<file path="config.mk">
export PLATFORM = sky130hd
export DESIGN_NAME = dcmp_compressor
export DESIGN_NICKNAME = d
export VERILOG_FILES = /design/src/rtl/dcmp_pkg.sv /design/src/rtl/dcmp_delta_code.sv /design/src/rtl/dcmp_word_pack.sv /design/src/rtl/dcmp_compressor.sv
export SDC_FILE = /design/constraint.sdc
export NUM_CORES = 1
export LEC_CHECK = 0
export BUFFER_PORTS_ARGS = -buffer_cell sky130_fd_sc_hd__buf_2
export CORE_MARGIN = 1
export CORE_UTILIZATION = 35
export CTS_BUF_LIST = sky130_fd_sc_hd__clkbuf_2 sky130_fd_sc_hd__clkbuf_4 sky130_fd_sc_hd__clkbuf_8
export DETAILED_ROUTE_END_ITERATION = 7
export GPL_ROUTABILITY_DRIVEN = 1
export PLACE_DENSITY_LB_ADDON = 0.2
export SLEW_MARGIN = 10
export SYNTH_ARGS = -nofsm -noshare
export SYNTH_HDL_FRONTEND = slang
export SYNTH_SLANG_ARGS = --single-unit
</file>
<file path="constraint.sdc">
create_clock -name clk -period 7.1 [get_ports clk]
set_input_delay 0.71 -clock clk [delete_from_list [all_inputs] [get_ports clk]]
set_output_delay 0.71 -clock clk [all_outputs]
set_load 0.01 [all_outputs]
</file>
<file path="src/rtl/dcmp_pkg.sv">
package dcmp_pkg;
    localparam int HDR_W = 2;

    localparam logic [HDR_W-1:0] HDR_RAW   = 2'b00;
    localparam logic [HDR_W-1:0] HDR_PACK  = 2'b01;
    localparam logic [HDR_W-1:0] HDR_START = 2'b10;

    typedef enum logic [1:0] {
        K_CODE  = 2'd0,
        K_RAW   = 2'd1,
        K_START = 2'd2
    } kind_e;
endpackage

</file>
<file path="src/rtl/dcmp_delta_code.sv">
module dcmp_delta_code
    import dcmp_pkg::*;
#(
    parameter int SAMPLE_W     = 12,
    parameter int MAX_CODE_LEN = 5,
    parameter int LEN_W        = $clog2(MAX_CODE_LEN + 1)
) (
    input  logic                in_start,
    input  logic                pred_ok,
    input  logic [SAMPLE_W-1:0] sample,
    input  logic [SAMPLE_W-1:0] prev,
    output kind_e               kind,
    output logic [LEN_W-1:0]    len
);
    localparam int WL_W = SAMPLE_W + 2;
    localparam logic [WL_W-1:0] MAX_L = WL_W'(MAX_CODE_LEN);

    logic signed [SAMPLE_W:0] diff;
    logic        [SAMPLE_W:0] mag;
    logic        [WL_W-1:0]   word_len;
    logic                     has_code;

    always_comb begin
        diff = signed'({1'b0, sample}) - signed'({1'b0, prev});
        mag  = diff[SAMPLE_W] ? SAMPLE_W'(0) - diff : diff;
        // zero -> 1, +m -> 2m, -m -> 2m+1 : prefix of (len-1) zeros then a one
        if (diff == '0) begin
            word_len = WL_W'(1);
        end else begin
            word_len = {mag, 1'b0} + WL_W'(diff[SAMPLE_W]);
        end
        has_code = (word_len <= MAX_L);

        if (in_start) begin
            kind = K_START;
        end else if (!pred_ok || !has_code) begin
            kind = K_RAW;
        end else begin
            kind = K_CODE;
        end
        len = word_len[LEN_W-1:0];
    end
endmodule

</file>
<file path="src/rtl/dcmp_word_pack.sv">
module dcmp_word_pack
    import dcmp_pkg::*;
#(
    parameter int SAMPLE_W     = 12,
    parameter int WORD_W       = 16,
    parameter int MAX_CODE_LEN = 5,
    parameter int LEN_W        = $clog2(MAX_CODE_LEN + 1)
) (
    input  logic                clk,
    input  logic                rst_n,
    input  logic                in_valid,
    input  kind_e               kind,
    input  logic [LEN_W-1:0]    len,
    input  logic [SAMPLE_W-1:0] sample,
    output logic                out_valid,
    output logic [WORD_W-1:0]   out_word
);
    localparam int PAY_W  = WORD_W - HDR_W;
    localparam int FILL_W = $clog2(PAY_W + 1);
    localparam int PAD_W  = PAY_W - SAMPLE_W;
    localparam logic [FILL_W:0]  PAY_L = (FILL_W + 1)'(PAY_W);
    localparam logic [PAY_W-1:0] ONE   = PAY_W'(1);

    typedef struct packed {
        logic [PAY_W-1:0]  acc;
        logic [FILL_W-1:0] fill;
        logic              out_v;
        logic [WORD_W-1:0] out_w;
        logic              skid_v;
        logic [WORD_W-1:0] skid_w;
    } pack_st_t;

    pack_st_t st_d, st_q;

    logic              new0_v, new1_v;
    logic [WORD_W-1:0] new0_w, new1_w;
    logic [WORD_W-1:0] pack_word, raw_word;
    logic [FILL_W:0]   len_x, sum;

    always_comb begin
        st_d      = st_q;
        new0_v    = 1'b0;
        new1_v    = 1'b0;
        new0_w    = '0;
        new1_w    = '0;
        pack_word = {HDR_PACK, st_q.acc};
        raw_word  = {(kind == K_START) ? HDR_START : HDR_RAW, {PAD_W{1'b0}}, sample};
        len_x     = (FILL_W + 1)'(len);
        sum       = (FILL_W + 1)'(st_q.fill) + len_x;

        if (in_valid) begin
            if (kind == K_CODE) begin
                if (sum > PAY_L) begin
                    new0_v      = 1'b1;
                    new0_w      = pack_word;
                    st_d.acc    = ONE << (PAY_L - len_x);
                    st_d.fill   = len_x[FILL_W-1:0];
                end else begin
                    st_d.acc    = st_q.acc | (ONE << (PAY_L - sum));
                    st_d.fill   = sum[FILL_W-1:0];
                end
            end else begin
                if (st_q.fill != '0) begin
                    new0_v = 1'b1;
                    new0_w = pack_word;
                    new1_v = 1'b1;
                    new1_w = raw_word;
                end else begin
                    new0_v = 1'b1;
                    new0_w = raw_word;
                end
                st_d.acc  = '0;
                st_d.fill = '0;
            end
        end

        if (st_q.skid_v) begin
            st_d.out_v  = 1'b1;
            st_d.out_w  = st_q.skid_w;
            st_d.skid_v = new0_v;
            st_d.skid_w = new0_w;
        end else begin
            st_d.out_v  = new0_v;
            st_d.out_w  = new0_w;
            st_d.skid_v = new1_v;
            st_d.skid_w = new1_w;
        end
    end

    always_ff @(posedge clk) begin
        if (!rst_n) begin
            st_q <= '0;
        end else begin
            st_q <= st_d;
        end
    end

    assign out_valid = st_q.out_v;
    assign out_word  = st_q.out_w;


    skid_no_overrun_chk: assert property (@(posedge clk) disable iff (!rst_n)
        st_q.skid_v |-> !new1_v);


    fill_bound_chk: assert property (@(posedge clk) disable iff (!rst_n)
        (FILL_W + 1)'(st_q.fill) <= PAY_L);


    packed_not_empty_chk: assert property (@(posedge clk) disable iff (!rst_n)
        (out_valid && out_word[WORD_W-1 -: HDR_W] == HDR_PACK) |-> out_word[PAY_W-1:0] != '0);


    header_legal_chk: assert property (@(posedge clk) disable iff (!rst_n)
        out_valid |-> out_word[WORD_W-1 -: HDR_W] != 2'b11);


    raw_pad_zero_chk: assert property (@(posedge clk) disable iff (!rst_n)
        (out_valid && out_word[WORD_W-1 -: HDR_W] != HDR_PACK) |-> out_word[PAY_W-1:SAMPLE_W] == '0);
endmodule

</file>
<file path="src/rtl/dcmp_compressor.sv">
module dcmp_compressor
    import dcmp_pkg::*;
#(
    parameter int SAMPLE_W     = 12,
    parameter int WORD_W       = 16,
    parameter int MAX_CODE_LEN = 5
) (
    input  logic                clk,
    input  logic                rst_n,
    input  logic                in_valid,
    input  logic                in_start,
    input  logic [SAMPLE_W-1:0] in_sample,
    output logic                out_valid,
    output logic [WORD_W-1:0]   out_word
);
    localparam int LEN_W = $clog2(MAX_CODE_LEN + 1);

    typedef struct packed {
        logic [SAMPLE_W-1:0] prev;
        logic                ok;
    } pred_st_t;

    pred_st_t         pred_d, pred_q;
    kind_e            kind;
    logic [LEN_W-1:0] len;

    always_comb begin
        pred_d = pred_q;
        if (in_valid) begin
            pred_d.prev = in_sample;
            pred_d.ok   = 1'b1;
        end
    end

    always_ff @(posedge clk) begin
        if (!rst_n) begin
            pred_q <= '0;
        end else begin
            pred_q <= pred_d;
        end
    end

    dcmp_delta_code #(
        .SAMPLE_W    (SAMPLE_W),
        .MAX_CODE_LEN(MAX_CODE_LEN),
        .LEN_W       (LEN_W)
    ) u_code (
        .in_start(in_start),
        .pred_ok (pred_q.ok),
        .sample  (in_sample),
        .prev    (pred_q.prev),
        .kind    (kind),
        .len     (len)
    );

    dcmp_word_pack #(
        .SAMPLE_W    (SAMPLE_W),
        .WORD_W      (WORD_W),
        .MAX_CODE_LEN(MAX_CODE_LEN),
        .LEN_W       (LEN_W)
    ) u_pack (
        .clk      (clk),
        .rst_n    (rst_n),
        .in_valid (in_valid),
        .kind     (kind),
        .len      (len),
        .sample   (in_sample),
        .out_valid(out_valid),
        .out_word (out_word)
    );


    first_after_reset_raw_chk: assert property (@(posedge clk) disable iff (!rst_n)
        (in_valid && !in_start && !pred_q.ok) |-> kind == K_RAW);
endmodule

</file>
# == Word-level counts from Yosys, hierarchy flattened ==
# Cells that the tools add are included.
# totals
regBits,65
in_bits,16
wordCells,47
# classes
bitwise,1
n_mux,21
n_reduce_logical,6
eq_ne,1
add_sub_neg,6
magnitude_cmp,2
shifts,2
# op_table
operator,count
$mux 16,6
$mux 18,2
$mux 34,1
$shl 1x5->14 const A,2
$mux 15,1
$add 14x1->14,1
$le 14x3->1 const B,1
$mux 14,1
$or 14x14->14,1
$logic_not 13->1,1
$mux 13,1
$sub 1x13->13 const A,1
$sub 12x12->13,1
$mux 1,7
$add 4x3->5,1
$gt 5x4->1 const B,1
$sub 4x3->5 const A,1
$sub 4x5->5 const A,1
$mux 2,2
$reduce_bool 4->1,1
$eq 2x2->1 const B,1
$logic_not 1->1,2
$logic_not 2->1,1
$logic_or 1x1->1,1

# == Depth between registers and ports, before layout ==
# Gate-level depths: netlist of the first run.
# depth
depth_word,16
mapped_depth,21
depth_no_buf,21

# == Hierarchy ==
# A second synthesis of the first run with hierarchy kept.
# unflattened
cells_unflattened,463
hier_area_um2,4237.8
# by_module_without_submodules
mod,seq_area_each_um2,area_each_um2,cells_each,instances
dcmp_word_pack,1041.0,2721.4,281,1
dcmp_delta_code,0.0,1018.5,141,1
dcmp_compressor,260.2,498.0,41,1

# == Worst setup path before layout of the first run ==
# Ideal clock, no wire load.
# synth_path
kind,input to register
startpoint,input port in_sample[0]
endpoint,register u_pack.st_q[10] (netlist name)
arrival_time_ns,4.761
path_stages,18
t_required_ns,6.983
path_slack_ns,2.221
setup_ns,0.117
n_path_buf,1
path_cell_list,inv_1 > ha_1 > fa_1 > nand2b_1 > a211oi_2 > nor2_2 > xor2_1 > nand3_1 > o21ai_0 > ha_1 > fa_1 > and3_1 > a21oi_1 > o21ai_1 > a211oi_4 > a21oi_4 > buf_6 > a32o_1
# synth_between
elab_chain_cells,14
# synth_rtl
item,line,text
from (decl),dcmp_compressor.sv:12,"input logic [SAMPLE_W-1:0] in_sample,"
$sub 12x12->13 (*),dcmp_delta_code.sv:24,"diff = signed'({1'b0, sample}) - signed'({1'b0, prev});"
$sub 1x13->13,dcmp_delta_code.sv:25,mag = diff[SAMPLE_W] ? SAMPLE_W'(0) - diff : diff;
$mux 13,dcmp_delta_code.sv:25,
$add 14x1->14,dcmp_delta_code.sv:30,"word_len = {mag, 1'b0} + WL_W'(diff[SAMPLE_W]);"
$mux 14 (*),dcmp_delta_code.sv:27,if (diff == '0) begin
$le 14x3->1,dcmp_delta_code.sv:32,has_code = (word_len <= MAX_L);
$logic_not 1->1,dcmp_delta_code.sv:36,end else if (!pred_ok || !has_code) begin
$logic_or 1x1->1,dcmp_delta_code.sv:36,
$mux 1,dcmp_delta_code.sv:36,
$mux 2,dcmp_delta_code.sv:34,if (in_start) begin
$logic_not 2->1,dcmp_word_pack.sv:52,if (kind == K_CODE) begin
$mux 16,dcmp_word_pack.sv:52,
$mux 16,dcmp_word_pack.sv:51,if (in_valid) begin
$mux 34 (*),dcmp_word_pack.sv:77,if (st_q.skid_v) begin
to (signal assigned),dcmp_word_pack.sv:94,st_q <= st_d;
to (decl),dcmp_word_pack.sv:33,"pack_st_t st_d, st_q;"
# Mark *: on every way between the ends. The rest lies on a longest branch, timed or not.
# A chain may end at the register's enable or synchronous reset.

# == Worst setup path in the final report of the first run ==
# layout_path
startpoint,input port in_sample[0]
endpoint,register u_pack.st_q[8] (netlist name)
# The elaborated chain is that of the path after synthesis.

==> impl_metrics.yaml, run 1 <==
outcome:
  outcome: "complete, no violations"
clock_network:
  cts_setup_buffers: 0
  path_clk_slew_ps: 70
  cts.repair.resized: 0
  cts_max_level: 3
  cts_tree: "built"
  cts-root-buf: "clkbuf_8"
  cts_buffer_depth: 2
  insertion_delay_ps: 350
  numCtsBuffers: 9
  cts_hold_buf: 0
  cts.sinks: 65
timing:
  report.final.slew_viol_count: 0
  setup_tns_ps: 0
  final_hold_viol_count: 0
  min_period_ps: 5920
  min_period_over_period_pct: 83.4
  maxSlewHeadroom_pct: 22.2
  worst_pin_slew_ps: 1170
  rsz0062_at_grt: "no"
  skew_ps: 10.9
  setup_viol: 0
  whs_ps: 444
  fmax_mhz: 169
finish:
  fin_cells: 644
  final_common_cell: "dfxtp_1"
  final_area_sq_um: 4470
  antenna_cells: 0
  final_nets: 531
  final_cell_mix: "dfxtp_1 (65), a21oi_1 (43), nand2_1 (32), buf_2 (32), nor2_1 (27)"
  syn_to_final_growth_pct: 8.81
  drive_above_1_share_pct: 15.8
floorplanning:
  die_w_um: 110
  fp-row-count: 39
  fp.dieArea_sq_um: 12200
  core-area_sq_um: 11400
  ios: 33
  start_util_pct: 36.0
  die_h_um: 110
route:
  vias: 3743
  drc: 0
  wire_per_inst_um: 17.9
  antenna_left: 0
  drt-initial-drc-count: 251
  dr.pass1.iters: 5
  wl_um: 11500
  vias_per_cell: 5.81
global_route:
  grt_pass1_wl_um: 18400
  overflow: 0
  grt_usage_pct: 20.1
  antenna_found_initial: 0
  grt_max_degree: 41
  first_global_vias: 3598
yosys:
  ys_warn_count: 0
  synth_cell_types: 71
  synth_seq_area_share_pct: 31.7
  synth-seq-cells: 65
  synth_edf_count: 0
  synth.cell_area_sq_um: 4110
  syn_nets: 524
  ys.flop_type: "dfxtp_1"
  async_reset_ff_share_pct: 0
  synth_area_per_cell_sq_um: 8.38
  synth_cells: 490
critical_path:
  crit_type: "input port to flop"
  ff2ff_path_depth: 16
  cp-start-kind: "input port"
  ff2ff_setup_slack_ps: 1430
  critPathRequiredTime_ps: 7330
  r2r_end: "u_pack.st_q[8]"
  end_kind: "flop"
  rr_startpoint: "pred_q[1]"
  crit_arrival_ps: 6150
  path_max_fanout: 18
placement:
  gp_congestion: 0.959
  post-dp-hpwl_um: 8220
  io_buffers: 32
  post_dp_cell_area_sq_um: 4250
  place_inst: 629
worst_hold_path:
  hold_path_class: "flop to flop"
  min_path_cells: 1
  holdPathEnd: "u_pack.out_word[13]"
  min_from: "u_pack.st_q[13]"
power_and_ir_drop:
  powerDensity_nw_per_um2: 212
  report.power.total_uw: 945
  p_leak_uw: 0.00181
  vdd_drop_max_mv: 0.109
flow_run:
  max_cap_viol_count: 0
==> metrics by stage <==
stage	util (%)	setup slack [ps]
2_1_floorplan	-	2220
3_3_place_gp	37.2	1160
3_5_place_dp	37.2	926
4_1_cts	39.1	1290
5_1_grt	39.1	752
6_report	39.1	1180
==> critical path, stage by stage <==
cell and delay (ps):
buf_2 130, inv_1 50, ha_1 210, fa_1 420, nand2b_1 220, a211oi_2 260
nor2_2 80, xor2_1 500, nand3_1 240, o21ai_0 470, ha_1 280, fa_1 500
and3_1 210, a21oi_1 670, o21ai_1 280, a211oi_4 440, a21oi_4 170, a32o_1 290
==> registers in the layout (all words and copies together) (netlist names) <==
| name | flops |
|---|---|
| u_pack.out_valid | 1 |
| u_pack.out_word | 16 |
| u_pack.st_q | 21 |
| u_pack.pack_word | 14 |
| pred_q | 13 |
==> kinds of logic (layout without fill, tap and decap cells) <==
kind of cell	Yosys count	in the layout	synth area share, %
AO/OA/AOI/OAI	168	168	29.3
XOR/XNOR	10	10	2.50
adder cells (fa/ha/maj)	18	18	5.85
buffers and inverters	62	73	7.74
flip-flops	65	65	31.7
multiplexers	12	12	2.93
AND/OR/NAND/NOR	155	155	20.0
==> cells in the mapped netlist (4+ instances only) <==
cell / count / area [sq um]
dfxtp_1: 65 / 1300
a21oi_1: 43 / 215
nand2_1: 32 / 120
nor2_1: 27 / 101
a31oi_1: 22 / 138
o21ai_0: 22 / 110
inv_1: 21 / 78.8
and3_1: 19 / 119
clkbuf_1: 17 / 63.8
buf_4: 16 / 120
ha_1: 16 / 200
nor2b_1: 16 / 100
a32o_1: 14 / 140
nand3_1: 14 / 70.1
mux2i_1: 12 / 120
and2_1: 7 / 43.8
nand2b_1: 7 / 43.8
nand4_1: 7 / 43.8
nor3_1: 7 / 35.0
a21boi_1: 5 / 37.5
a21oi_2: 5 / 43.8
xnor2_1: 5 / 43.8
a21o_1: 4 / 30.0
nor2_2: 4 / 25.0
o211ai_1: 4 / 30.0
o21a_1: 4 / 30.0
o21ai_1: 4 / 20.0
==> how the worst max path moves through the flow <==
stage	to	from
after floorplan	u_pack.st_q[10]	in_sample[0]
after global placement	u_pack.st_q[5]	in_sample[0]
after detailed placement	u_pack.st_q[8]	in_sample[0]
after CTS	u_pack.st_q[8]	in_sample[0]
after global routing	u_pack.st_q[8]	in_sample[0]
final	u_pack.st_q[8]	in_sample[0]
==> routing by layer <==
layer / part of all wire (%) / track usage, % / vias to the layer above
li1: - / - / 1808
met1: 46 / 26.4 / 1809
met2: 48 / 32.2 / 110
met3: 4.7 / 3.35 / 16
met4: 1.8 / 9.12 / 0
met5: 0 / 0 / -
==> final cells by class <==
| type | instances | area [sq um] |
|---|---|---|
| clock buffer | 12 | 153 |
| clock inverter | 3 | 65.1 |
| fill | 1221 | 6950 |
| inverter | 21 | 78.8 |
| multi-input combinational | 363 | 2490 |
| sequential | 65 | 1300 |
| tap | 143 | 179 |
| timing repair buffer | 37 | 198 |
==> where the power goes <==
| part | internal [uW] | total, uW | switching [uW] |
|---|---|---|---|
| Combinational | 78.8 | 219 | 140 |
| Sequential | 372 | 375 | 2.99 |
| Clock | 213 | 351 | 138 |
| Total | 664 | 945 | 282 |
Power figures use the tool's default switching activity.
==> inputs of run 2 (changes only) <==
Settings changed: ABC_AREA set to 1.
Clock period 7.1 ns to 5.5 ns, I/O delays scaled along.
==> impl_metrics.yaml, run 2 <==
outcome:
  outcome: "complete, no violations"
finish:
  largest_register_ffs: 21
  post-route-util_pct: 39.0
  syn_to_final_growth_pct: 6.87
  final_common_cell: "nand2_1"
  antenna_cells: 0
  final_nets: 754
  fin_cells: 891
  drive_above_1_share_pct: 9.96
  regMostFlops: "u_pack.st_q"
  final_cell_mix: "nand2_1 (207), inv_1 (106), nand3_1 (84)"
yosys:
  synth_cells: 718
  synth_top_family_by_area: "simple AND/OR/NAND/NOR gates"
  synthAdderAreaFrac_pct: 5.39
  synth_xor_area_share_pct: 0.393
  synth-seq-cells: 65
  synth_cell_types: 32
  async_reset_ff_share_pct: 0
  synth_edf_count: 0
  synth-compound-area-share_pct: 9.57
  synth.most_common_cell: "nand2_1"
  synth-simple-area-share_pct: 40.3
  synth_common_cells: "nand2_1 (207), inv_1 (106), nand3_1 (84), dfxtp_1 (65), nand4_1 (48)"
  synth_area_leader_cell: "dfxtp_1"
  ys.flop_type: "dfxtp_1"
  synth.cell_area_sq_um: 4460
  synth_area_per_cell_sq_um: 6.21
  netlist.area_leader.share_pct: 29.2
  yosys-top-cells-area: "dfxtp_1 (29%), nand2_1 (17%), nand3_1 (9.4%), inv_1 (8.9%), nand4_1 (6.7%)"
  syn_nets: 752
  ys_warn_count: 0
  synth_seq_area_share_pct: 29.2
  synthMuxAreaShare_pct: 0
placement:
  io_buffers: 32
  place_inst: 877
  post-place-ws_ps: 325
  gp_congestion: 0.919
  post-dp-hpwl_um: 9450
global_route:
  grt_usage_pct: 20.3
  antenna_found_initial: 0
  busiest_layer: "met2"
  globalRouteMet2Util_pct: 33.3
  grt_pass1_wl_um: 21000
  grt_max_degree: 53
  overflow: 0
  grt.met3_usage_pct: 3.27
  first_global_vias: 4342
  met1_usage_pct: 27.0
timing:
  worst_pin_slew_ps: 1240
  skew_ps: 8.31
  fin_ws_ps: 572
  setup_tns_ps: 0
  maxSlewHeadroom_pct: 17.2
  setup_viol: 0
  fmax_mhz: 203
  min_period_over_period_pct: 89.6
  final_hold_viol_count: 0
  min_period_ps: 4930
  whs_ps: 426
  rsz0062_at_grt: "no"
  report.final.slew_viol_count: 0
power_and_ir_drop:
  p_leak_uw: 0.00236
  powerDensity_nw_per_um2: 258
  vdd_drop_max_mv: 0.0959
clock_network:
  numCtsBuffers: 9
  cts.repair.resized: 0
  cts_tree: "built"
  cts_max_level: 3
  path_clk_slew_ps: 70
  cts.sinks: 65
  cts-root-buf: "clkbuf_8"
  cts_buffer_depth: 2
  insertion_delay_ps: 340
  cts_hold_buf: 0
  cts_setup_buffers: 0
worst_hold_path:
  min_path_cells: 2
  hold_path_class: "flop to flop"
route:
  drt-initial-drc-count: 407
  antenna_left: 0
  wl_um: 12700
  vias_per_cell: 5.12
  vias: 4563
  wire_per_inst_um: 14.2
  drc: 0
  dr.pass1.iters: 5
critical_path:
  rr_startpoint: "pred_q[1]"
  r2r_end: "u_pack.out_word[9]"
  crit_type: "input port to flop"
  cp-start-kind: "input port"
  crit_slowest_cell: "fa_1"
  crit_buf_inv: 9
  critPathRequiredTime_ps: 5790
  ff2ff_path_depth: 32
  path_delay_family: "simple AND/OR/NAND/NOR gates"
  path_max_fanout: 25
  ff2ff_setup_slack_ps: 680
  critical-path-max-stage-delay_ps: 400
  endpoint: "u_pack.out_word[9]"
  crit_top_cell: "nand2_1"
  cp_num_cells: 34
  crit_start: "in_sample[0]"
  end_kind: "flop"
  crit_arrival_ps: 5220
floorplanning:
  fp-row-count: 40
  die_w_um: 115
  fp.dieArea_sq_um: 13200
  ios: 33
  start_util_pct: 36.5
  core-area_sq_um: 12200
  die_h_um: 115
flow_run:
  max_cap_viol_count: 0
[run 2: cell types whose count changed in the layout (fill, tap and decap cells not counted), sizes merged, moves of 13 or more]
cell   change
nand2    +181
inv       +92
nand3     +73
nand4     +41
and3      -19
a31oi     -18
nor2b     -16
a32o      -14
nor2      +13
[run 2: kinds of logic after synthesis]
family                   Yosys count
AND/OR/NAND/NOR                  397
buffers and inverters            157
flip-flops                        65
XOR/XNOR                           2
adder cells (fa/ha/maj)           18
AO/OA/AOI/OAI                     79
[run 2: metal layers]
layer | routed length (um) | up-vias
li1 | - | 2312
met2 | 5770 | 112
met4 | 245 | 0
met1 | 6130 | 2120
met5 | 0 | -
met3 | 517 | 19
[run 2: per-stage QoR]
| step | power (uW) | instance area, sq um |
|---|---|---|
| global placement | 874 | 4600 |
| global route | 1310 | 4770 |
| finish | 1230 | 4770 |
| floorplan | 794 | 4460 |
| CTS | 1240 | 4770 |
| detailed placement | 878 | 4600 |
[run 2: cell type report]
type | instances | area (sq um)
inverters | 114 | 430
fillers | 1342 | 7450
repair buffers | 34 | 175
clock buffers | 11 | 151
well taps | 168 | 210
flip-flops and latches | 65 | 1300
multi-input cells | 496 | 2480
clock inverters | 3 | 17.5
[run 2: worst register-to-register path, delay by kind of cell, from the launching register on]
kind | cells | cell delay, ps
simple gates | 21 | 2290
fa+ha+maj | 4 | 1250
buf+inv | 7 | 910
flops | 1 | 310
[run 2: where the power goes]
part	internal, uW	switching (uW)
Clock	181	179
Combinational	113	260
Sequential	491	8.71
[run 2: how the worst min path moves through the flow]
stage,start,end,slack [ps]
final,u_pack.st_q[1],u_pack.out_word[1],430
after global routing,u_pack.st_q[2],u_pack.out_word[2],450
after CTS,u_pack.st_q[1],u_pack.out_word[1],430
after detailed placement,u_pack.st_q[2],u_pack.out_word[2],410
after global placement,u_pack.st_q[6],u_pack.out_word[6],410
after floorplan,u_pack.st_q[15],u_pack.out_word[15],400
